--- src/rtl/irq_cause_pkg.sv ---
package irq_cause_pkg;
  localparam int WORD_W = 32;
  typedef logic [WORD_W-1:0] word_t;

  localparam int A_CAUSE = 0;
  localparam int A_MSET  = 1;
  localparam int A_MCLR  = 2;
  localparam int A_AMASK = 3;
  localparam int A_XCTRL = 4;

  // next stored causes after an optional one-to-clear write
  function automatic word_t w1c_next(word_t old, word_t wd, logic wr,
                                     word_t grp, int unsigned sbit);
    word_t r;
    r = old;
    if (wr) begin
      r = old & ~wd;
      if (wd[sbit]) r = r & ~grp;
    end
    return r;
  endfunction

  function automatic logic any_pending(word_t vis, word_t msk);
    return |(vis & msk);
  endfunction

  function automatic word_t mask_next(word_t m, word_t wd, logic wr_set,
                                      logic wr_clr, logic do_am, word_t am);
    word_t r;
    r = m;
    if (do_am)  r = r & ~am;
    if (wr_set) r = r | wd;
    if (wr_clr) r = r & ~wd;
    return r;
  endfunction
endpackage

--- src/rtl/irq_bus_dec.sv ---
module irq_bus_dec #(
  parameter int ADDR_W = 3
) (
  input  logic              we,
  input  logic [ADDR_W-1:0] addr,
  output logic              wr_cause,
  output logic              wr_mset,
  output logic              wr_mclr,
  output logic              wr_amask,
  output logic              wr_xctrl
);
  import irq_cause_pkg::*;
  always_comb begin
    wr_cause = we && (addr == ADDR_W'(A_CAUSE));
    wr_mset  = we && (addr == ADDR_W'(A_MSET));
    wr_mclr  = we && (addr == ADDR_W'(A_MCLR));
    wr_amask = we && (addr == ADDR_W'(A_AMASK));
    wr_xctrl = we && (addr == ADDR_W'(A_XCTRL));
  end
endmodule

--- src/rtl/irq_cause_reg.sv ---
module irq_cause_reg #(
  parameter int unsigned               SUM_BIT  = 24,
  parameter int unsigned               FLAG_BIT = 31,
  parameter irq_cause_pkg::word_t      GROUP    = 32'h0007_0244
) (
  input  logic                 clk,
  input  logic                 rst_n,
  input  irq_cause_pkg::word_t evt,
  input  logic                 wr_cause,
  input  irq_cause_pkg::word_t wdata,
  output irq_cause_pkg::word_t cause_vis
);
  import irq_cause_pkg::*;

  localparam word_t SPECIAL = (word_t'(1) << SUM_BIT) | (word_t'(1) << FLAG_BIT);
  localparam word_t STORE   = ~SPECIAL;

  word_t cause_q, cause_d;
  logic  summ_q, summ_d;
  logic  summ_clr;   // named event: software acknowledged the summary bit
  logic  grp_any;    // named event: a grouped cause is held

  always_comb begin
    summ_clr = wr_cause && wdata[SUM_BIT];
    grp_any  = |(cause_q & GROUP);
    cause_d  = (w1c_next(cause_q, wdata, wr_cause, GROUP, SUM_BIT) | evt) & STORE;
    summ_d   = summ_clr ? 1'b0 : grp_any;
  end

  always_ff @(posedge clk or negedge rst_n) begin
    if (!rst_n) begin
      cause_q <= '0;
      summ_q  <= 1'b0;
    end else begin
      cause_q <= cause_d;
      summ_q  <= summ_d;
    end
  end

  always_comb begin
    cause_vis = cause_q;
    cause_vis[SUM_BIT] = summ_q;
  end

  AST_EVT_STICKS: assert property (@(posedge clk) disable iff (!rst_n)
    (|(evt & STORE)) |=> ((cause_q & $past(evt & STORE)) == $past(evt & STORE)));
  AST_W1C_CLEARS: assert property (@(posedge clk) disable iff (!rst_n)
    wr_cause |=> ((cause_q & $past(wdata & ~evt & STORE)) == '0));
  AST_GROUP_ACK: assert property (@(posedge clk) disable iff (!rst_n)
    (wr_cause && wdata[SUM_BIT]) |=> (((cause_q & GROUP & ~$past(evt)) == '0) && !summ_q));
  AST_SUMM_FOLLOWS: assert property (@(posedge clk) disable iff (!rst_n)
    ((|(cause_q & GROUP)) && !(wr_cause && wdata[SUM_BIT])) |=> summ_q);
  AST_FLAG_UNSET: assert property (@(posedge clk) disable iff (!rst_n)
    !cause_q[FLAG_BIT]);
endmodule

--- src/rtl/irq_mask_reg.sv ---
module irq_mask_reg #(
  parameter int unsigned AM_EN_BIT = 0
) (
  input  logic                 clk,
  input  logic                 rst_n,
  input  logic                 wr_cause,
  input  logic                 wr_mset,
  input  logic                 wr_mclr,
  input  logic                 wr_amask,
  input  logic                 wr_xctrl,
  input  irq_cause_pkg::word_t wdata,
  input  logic                 pend_any,
  output irq_cause_pkg::word_t mask_q,
  output irq_cause_pkg::word_t amask_q,
  output irq_cause_pkg::word_t xctrl_q
);
  import irq_cause_pkg::*;

  logic do_am;   // named event: auto-mask fires on this write

  always_comb do_am = wr_cause && pend_any && xctrl_q[AM_EN_BIT];

  always_ff @(posedge clk or negedge rst_n) begin
    if (!rst_n) begin
      mask_q  <= '0;
      amask_q <= '0;
      xctrl_q <= '0;
    end else begin
      mask_q <= mask_next(mask_q, wdata, wr_mset, wr_mclr, do_am, amask_q);
      if (wr_amask) amask_q <= wdata;
      if (wr_xctrl) xctrl_q <= wdata;
    end
  end

  AST_AUTOMASK: assert property (@(posedge clk) disable iff (!rst_n)
    (wr_cause && pend_any && xctrl_q[AM_EN_BIT]) |=> ((mask_q & $past(amask_q)) == '0));
  AST_MASK_SET: assert property (@(posedge clk) disable iff (!rst_n)
    wr_mset |=> ((mask_q & $past(wdata)) == $past(wdata)));
  AST_MASK_CLR: assert property (@(posedge clk) disable iff (!rst_n)
    wr_mclr |=> ((mask_q & $past(wdata)) == '0));
endmodule

--- src/rtl/irq_cause_unit.sv ---
module irq_cause_unit #(
  parameter int unsigned          ADDR_W    = 3,
  parameter int unsigned          SUM_BIT   = 24,
  parameter int unsigned          FLAG_BIT  = 31,
  parameter int unsigned          AM_EN_BIT = 0,
  parameter irq_cause_pkg::word_t GROUP     = 32'h0007_0244
) (
  input  logic              clk,
  input  logic              rst_n,
  input  logic [31:0]       hw_evt,
  input  logic              bus_we,
  input  logic [ADDR_W-1:0] bus_addr,
  input  logic [31:0]       bus_wdata,
  output logic [31:0]       bus_rdata,
  output logic              irq_o
);
  import irq_cause_pkg::*;

  logic  wr_cause, wr_mset, wr_mclr, wr_amask, wr_xctrl;
  word_t cause_vis, mask_q, amask_q, xctrl_q;
  logic  pend_any;

  irq_bus_dec #(.ADDR_W(ADDR_W)) u_dec (
    .we(bus_we), .addr(bus_addr), .wr_cause(wr_cause), .wr_mset(wr_mset),
    .wr_mclr(wr_mclr), .wr_amask(wr_amask), .wr_xctrl(wr_xctrl)
  );

  irq_cause_reg #(.SUM_BIT(SUM_BIT), .FLAG_BIT(FLAG_BIT), .GROUP(GROUP)) u_cause (
    .clk(clk), .rst_n(rst_n), .evt(hw_evt), .wr_cause(wr_cause),
    .wdata(bus_wdata), .cause_vis(cause_vis)
  );

  irq_mask_reg #(.AM_EN_BIT(AM_EN_BIT)) u_mask (
    .clk(clk), .rst_n(rst_n), .wr_cause(wr_cause), .wr_mset(wr_mset),
    .wr_mclr(wr_mclr), .wr_amask(wr_amask), .wr_xctrl(wr_xctrl),
    .wdata(bus_wdata), .pend_any(pend_any), .mask_q(mask_q),
    .amask_q(amask_q), .xctrl_q(xctrl_q)
  );

  always_comb begin
    pend_any = any_pending(cause_vis, mask_q);
    irq_o    = pend_any;
  end

  always_comb begin
    bus_rdata = '0;
    case (bus_addr)
      ADDR_W'(A_CAUSE): begin
        bus_rdata = cause_vis;
        bus_rdata[FLAG_BIT] = pend_any;
      end
      ADDR_W'(A_MSET), ADDR_W'(A_MCLR): bus_rdata = mask_q;
      ADDR_W'(A_AMASK): bus_rdata = amask_q;
      ADDR_W'(A_XCTRL): bus_rdata = xctrl_q;
      default: bus_rdata = '0;
    endcase
  end

  AST_IRQ_NEEDS_MASK: assert property (@(posedge clk) disable iff (!rst_n)
    irq_o |-> (|mask_q));
  AST_IRQ_LOW_NO_CAUSE: assert property (@(posedge clk) disable iff (!rst_n)
    (cause_vis == '0) |-> !irq_o);
endmodule

--- config.mk ---
export PLATFORM = sky130hd
export DESIGN_NAME = irq_cause_unit
export DESIGN_NICKNAME = d
export VERILOG_FILES = /design/src/rtl/irq_cause_pkg.sv /design/src/rtl/irq_bus_dec.sv /design/src/rtl/irq_cause_reg.sv /design/src/rtl/irq_mask_reg.sv /design/src/rtl/irq_cause_unit.sv
export SDC_FILE = /design/constraint.sdc
export NUM_CORES = 1
export LEC_CHECK = 0
export ABC_AREA = 1
export BUFFER_PORTS_ARGS = -buffer_cell sky130_fd_sc_hd__buf_2
export CELL_PAD_IN_SITES_DETAIL_PLACEMENT = 2
export CELL_PAD_IN_SITES_GLOBAL_PLACEMENT = 2
export CORE_UTILIZATION = 32
export DETAILED_ROUTE_END_ITERATION = 8
export MAX_ROUTING_LAYER = met4
export PLACE_DENSITY_LB_ADDON = 0.12
export SKIP_CTS_REPAIR_TIMING = 1
export SLEW_MARGIN = 20
export SYNTH_ARGS = -nofsm -noshare
export SYNTH_HDL_FRONTEND = slang
export SYNTH_SLANG_ARGS = --single-unit
export TNS_END_PERCENT = 100
--- constraint.sdc ---
create_clock -name clk -period 2.1 [get_ports clk]
set_clock_uncertainty 0.2 [all_clocks]
set_input_delay 0.525 -clock clk [delete_from_list [all_inputs] [get_ports clk]]
set_output_delay 0.525 -clock clk [all_outputs]
set_load 0.05 [all_outputs]
Word-level counts from Yosys, hierarchy flattened --
Index checks and enable logic that the tools add are counted.
Operators by class: multipliers 0, divide/modulo/power cells 0, add/sub/neg operators 0, bitwise gates (word level) 8, eq/ne operators 4, $lt $le $gt $ge 0, reductions and logical operators 12, muxes and demuxes 7, shift-type cells 0
Operator list (count):
- one-hot mux 32 bit (4 select lines) | 1
- two-way mux 32 bit | 3
- bitwise AND 32 bit | 2
- NOT 32 bit | 2
- bitwise AND 31 x 32 -> 32 bit | 1
- bitwise OR 32 bit | 1
- OR reduction 32 bit | 1
- bitwise AND 31 bit | 1
- two-way mux 31 bit | 1
- bitwise OR 31 bit | 1
- two-way mux 19 bit | 1
- logical AND 1 bit | 8
- == test 3 x 2 -> 1 bit, second input constant | 2
- OR reduction 6 bit | 1
- == test 3 x 1 -> 1 bit, second input constant | 1
- == test 3 bit, second input constant | 1
- logical NOT 3 bit | 1
- OR reduction 2 bit | 1
- two-way mux 1 bit | 1
Storage, ports and cells: RAM bits 0, memory bits (read-only) 0, output and inout port bits 33, memories kept 0, bits in latches 0, register bits 127

Depth between registers and ports, before layout --
word-level depth 9, mapped depth 10

Hierarchy --
Synthesis repeated with hierarchy kept, for this count alone.
Second synthesis, totals: cells, all modules 751, area total of the unflattened synthesis 6745.2 sq um
Modules (own cells, without submodules):
- irq_mask_reg | cells an instance 376, area each 4430.5 sq um, times used 1
- irq_cause_reg | cells an instance 116, area each 1223.7 sq um, times used 1
- irq_cause_unit | cells an instance 245, area each 1036.0 sq um, times used 1
- irq_bus_dec | cells an instance 14, area each 55.1 sq um, times used 1

Worst setup path before layout --
OpenSTA, ideal clock, no wires.
path type input to output, start input port bus_addr[0], end output port bus_rdata[10], setup slack -0.207 ns, data arrival time 1.582 ns, stages 7, path through inv_1 > nor2_1 > nand2_1 > nand2_1 > buf_1 > nand2_1 > nand4_1
On the way: longest elaborated chain between the ends 3, elaborated cells on any way between the ends 7, classes of those cells eq/ne: 4; mux: 1; reduce/logical: 2
RTL lines:
- start, declared | line irq_cause_unit.sv:12 | input logic [ADDR_W-1:0] bus_addr,
- == test 3 x 2 -> 1 bit or == test 3 x 1 -> 1 bit (tied branches) | line irq_cause_unit.sv:47 | case (bus_addr)
- OR reduction 2 bit | line irq_cause_unit.sv:47
- one-hot mux 32 bit (4 select lines) (*) | line irq_cause_unit.sv:47
- end, declared | line irq_cause_unit.sv:14 | output logic [31:0] bus_rdata,
Mark *: on every way between the ends. The rest lies on a longest branch, timed or not.

Worst setup path in the final report --
start register u_mask.mask_q[26], end output port bus_rdata[31]
On the way: longest elaborated chain between the ends 3
RTL lines:
- start, declared | line irq_mask_reg.sv:13 | output irq_cause_pkg::word_t mask_q,
- start signal, assigned | line irq_mask_reg.sv:29 | mask_q <= mask_next(mask_q, wdata, wr_mset, wr_mclr, do_am, amask_q);
- bitwise AND 31 x 32 -> 32 bit | line irq_cause_pkg.sv:24 | return |(vis & msk);
- OR reduction 32 bit | line irq_cause_pkg.sv:24
- one-hot mux 32 bit (4 select lines) | line irq_cause_unit.sv:47
No other way between the ends.

==> metrics.yaml <==
run_status: "finished with violations"
violations: "setup timing"
dpl.hpwl_um: 16600
tritoncts_clock_tree: "built"
grt_setup_unrepaired: "yes"
hold-path-cell-count: 3
hold_critical_path_endpoint: "u_cause.cause_q[21]"
yosys_register_bits: 127
detail_route.iter0.violations: 273
die_w_um: 141
cts_buffer_depth: 2
worst-slew-pin-transition_ns: 0.613
maxSlewViolCount: 0
detail_route.wirelength_um: 28300
gp_routability_congestion: 0.806
yosysMostFrequentCell: "nand2_1"
cp_data_required_time_ns: 1.37
grt_first_pass_wirelength_um: 38700
globalRouteOverflowTotal: 0
grt_start_max_net_pins: 100
synth_top_cells_by_area: "dfrtp_1, nand2_1, o21ai_0, inv_1, nand4_1"
tns_ns: -7.52
clock.fmax_mhz: 387
worst_r2r_endpoint: "u_mask.mask_q[24]"
synth_seq_area_share_pct: 51.7
fp-row-count: 50
cts_buffers: 17
worstRegToRegCells: 11
gr-usage-all-layers_pct: 26.7
insertion_delay_ns: 0.44
finalInstanceArea_um2: 9090
flow.area_growth_from_synthesis_pct: 47.7
proportion_of_layout_cells_with_a_drive_suffix_above_1_pct: 30.6
detailedRoute.firstPassIterationCount: 4
clockRootBuffer: "clkbuf_16"
antenna_found_initial: 1
period_share_pct: 123
synth_warnings: 0
post_synth_num_cell_types: 21
power_leakage_nw: 4.48
synth_largest_area_cell: "dfrtp_1"
clock_tree.htree_level_count: 4
post_drt_wl_per_cell_um: 22.7
vdd_drop_max_uv: 533
synth_top_flop_cell: "dfrtp_1"
synthArstFlopShare_pct: 100
cap_violations: 0
synth_cells: 819
layout.cells.non_filler: 1243
via_per_inst: 5.30
vias: 6590
period_minus_slack_ns: 2.59
placedCellCount: 1188
timing.rr.start: "u_mask.mask_q[26]"
worst-endpoint-arrival_ns: 1.86
syn-cell-area_um2: 6150
timing.critical_path.to_type: "primary output"
postPlaceCellArea_um2: 7580
setup.worst_path.start_class: "flip-flop"
critical_path_peak_fanout: 3
final_antenna_net_count: 0
critPathKind: "reg2out"
final.fill_count: 2063
synth.top_cells.by_count: "nand2_1, dfrtp_1, o21ai_0"
post-route-worst-setup-slack_ns: -0.486
ff2ff_setup_slack_ns: 0.03
grt_pass1_vias: 7099
drc_errors_left: 0
core_area_um2: 18800
ios: 103
final_net_count: 1065
report.final.setup_viol: 33
initial_core_util_pct: 32.8
cellPowerDensity_nw_per_um2: 926
synth.avg_cell_area_um2: 7.51
synth_largest_type_area_fraction_pct: 51.7
max_slew_margin_pct: 59.2
worst_hold_slack_across_all_endpoints_ns: 0.0637
synth_enable_flop_cells: 0
dieHeight_um: 141
synth_fp_nets: 889
hold_path_class: "in2reg"
die_area_um2: 19800
port-buffer-count: 100
hold_violations: 0
hp-start: "hw_evt[21]"
worst_setup_hold_path_clk_slew_ns: 0.06
clock_sink_count: 127
[sequential cells by signal, summed over array words and instances (netlist names)]
register	flops
u_mask.xctrl_q	32
u_mask.amask_q	32
u_cause.cause_q	30
u_mask.mask_q	32
u_cause.summ_q	1
[area by class of cell]
type | count | area, µm² | area share (%)
sequential | 127 | 3180 | 35.0
multi-input combinational | 583 | 2880 | 31.7
timing repair buffer | 196 | 1840 | 20.3
clock buffer | 18 | 429 | 4.72
tap | 234 | 293 | 3.22
inverter | 70 | 290 | 3.19
clock inverter | 14 | 169 | 1.86
antenna | 1 | 2.50 | 0.0275
[cell usage in the layout, fill, tap and decap left out, drive strengths merged, types with 6 or more instances in the layout]
cell type / count
o21ai: 88
nand3: 35
inv: 68
nand4: 31
a21oi: 38
clkbuf: 23
buf: 190
dfrtp: 127
o21bai: 6
clkinv: 11
nor2: 46
nand2: 335
[worst max-delay path, cell delays in order, from the launching register on]
cell and delay (ns):
dfrtp_1 0.39, nand2_1 0.13, nand2_2 0.09, nor2_4 0.16, nand2_1 0.10, nor2_2 0.13, nand2_2 0.09, nand2_2 0.09
nand3_4 0.08, buf_6 0.17
[through the flow]
stage	util [%]	power, mW	worst slack, ns
after global routing	48.4	8.74	-0.563
after detailed placement	40.4	4.92	-0.452
after CTS	43.6	8.02	-0.665
after global placement	40.4	4.78	-0.380
final	48.4	8.41	-0.486
after floorplan	-	4.13	-0.0547
[layer usage]
layer | vias to the layer above | wire length, µm | track usage (%)
met2 | 173 | 14500 | 45.6
met5 | - | 0 | -
met4 | 0 | 1020 | 8.81
met1 | 3371 | 11600 | 32.6
li1 | 2979 | - | -
met3 | 67 | 1150 | 3.91
[cells by family (layout without fill, tap and decap cells)]
logic type,Yosys count,in the layout,share of synthesized area [%]
AO/OA/AOI/OAI,135,135,11.4
other,0,1,0
buffers and inverters,109,298,7.14
flip-flops,127,127,51.7
AND/OR/NAND/NOR,448,448,29.8
[worst max path at each step]
stage / startpoint / end / slack, ns
3_5_place_dp: bus_addr[0] / bus_rdata[2] / -0.45
4_1_cts: u_mask.mask_q[29] / bus_rdata[31] / -0.67
3_3_place_gp: bus_addr[0] / bus_rdata[2] / -0.38
5_1_grt: u_mask.mask_q[26] / bus_rdata[31] / -0.56
6_report: u_mask.mask_q[26] / bus_rdata[31] / -0.49
2_1_floorplan: bus_addr[1] / bus_rdata[10] / -0.05
[power breakdown]
part | total, mW | switching [mW] | internal [mW]
logic | 2.11 | 1.30 | 0.820
clock network | 3.10 | 1.23 | 1.86
registers | 3.20 | 0.348 | 2.85
Note: power is estimated with default switching activity, not from simulation.
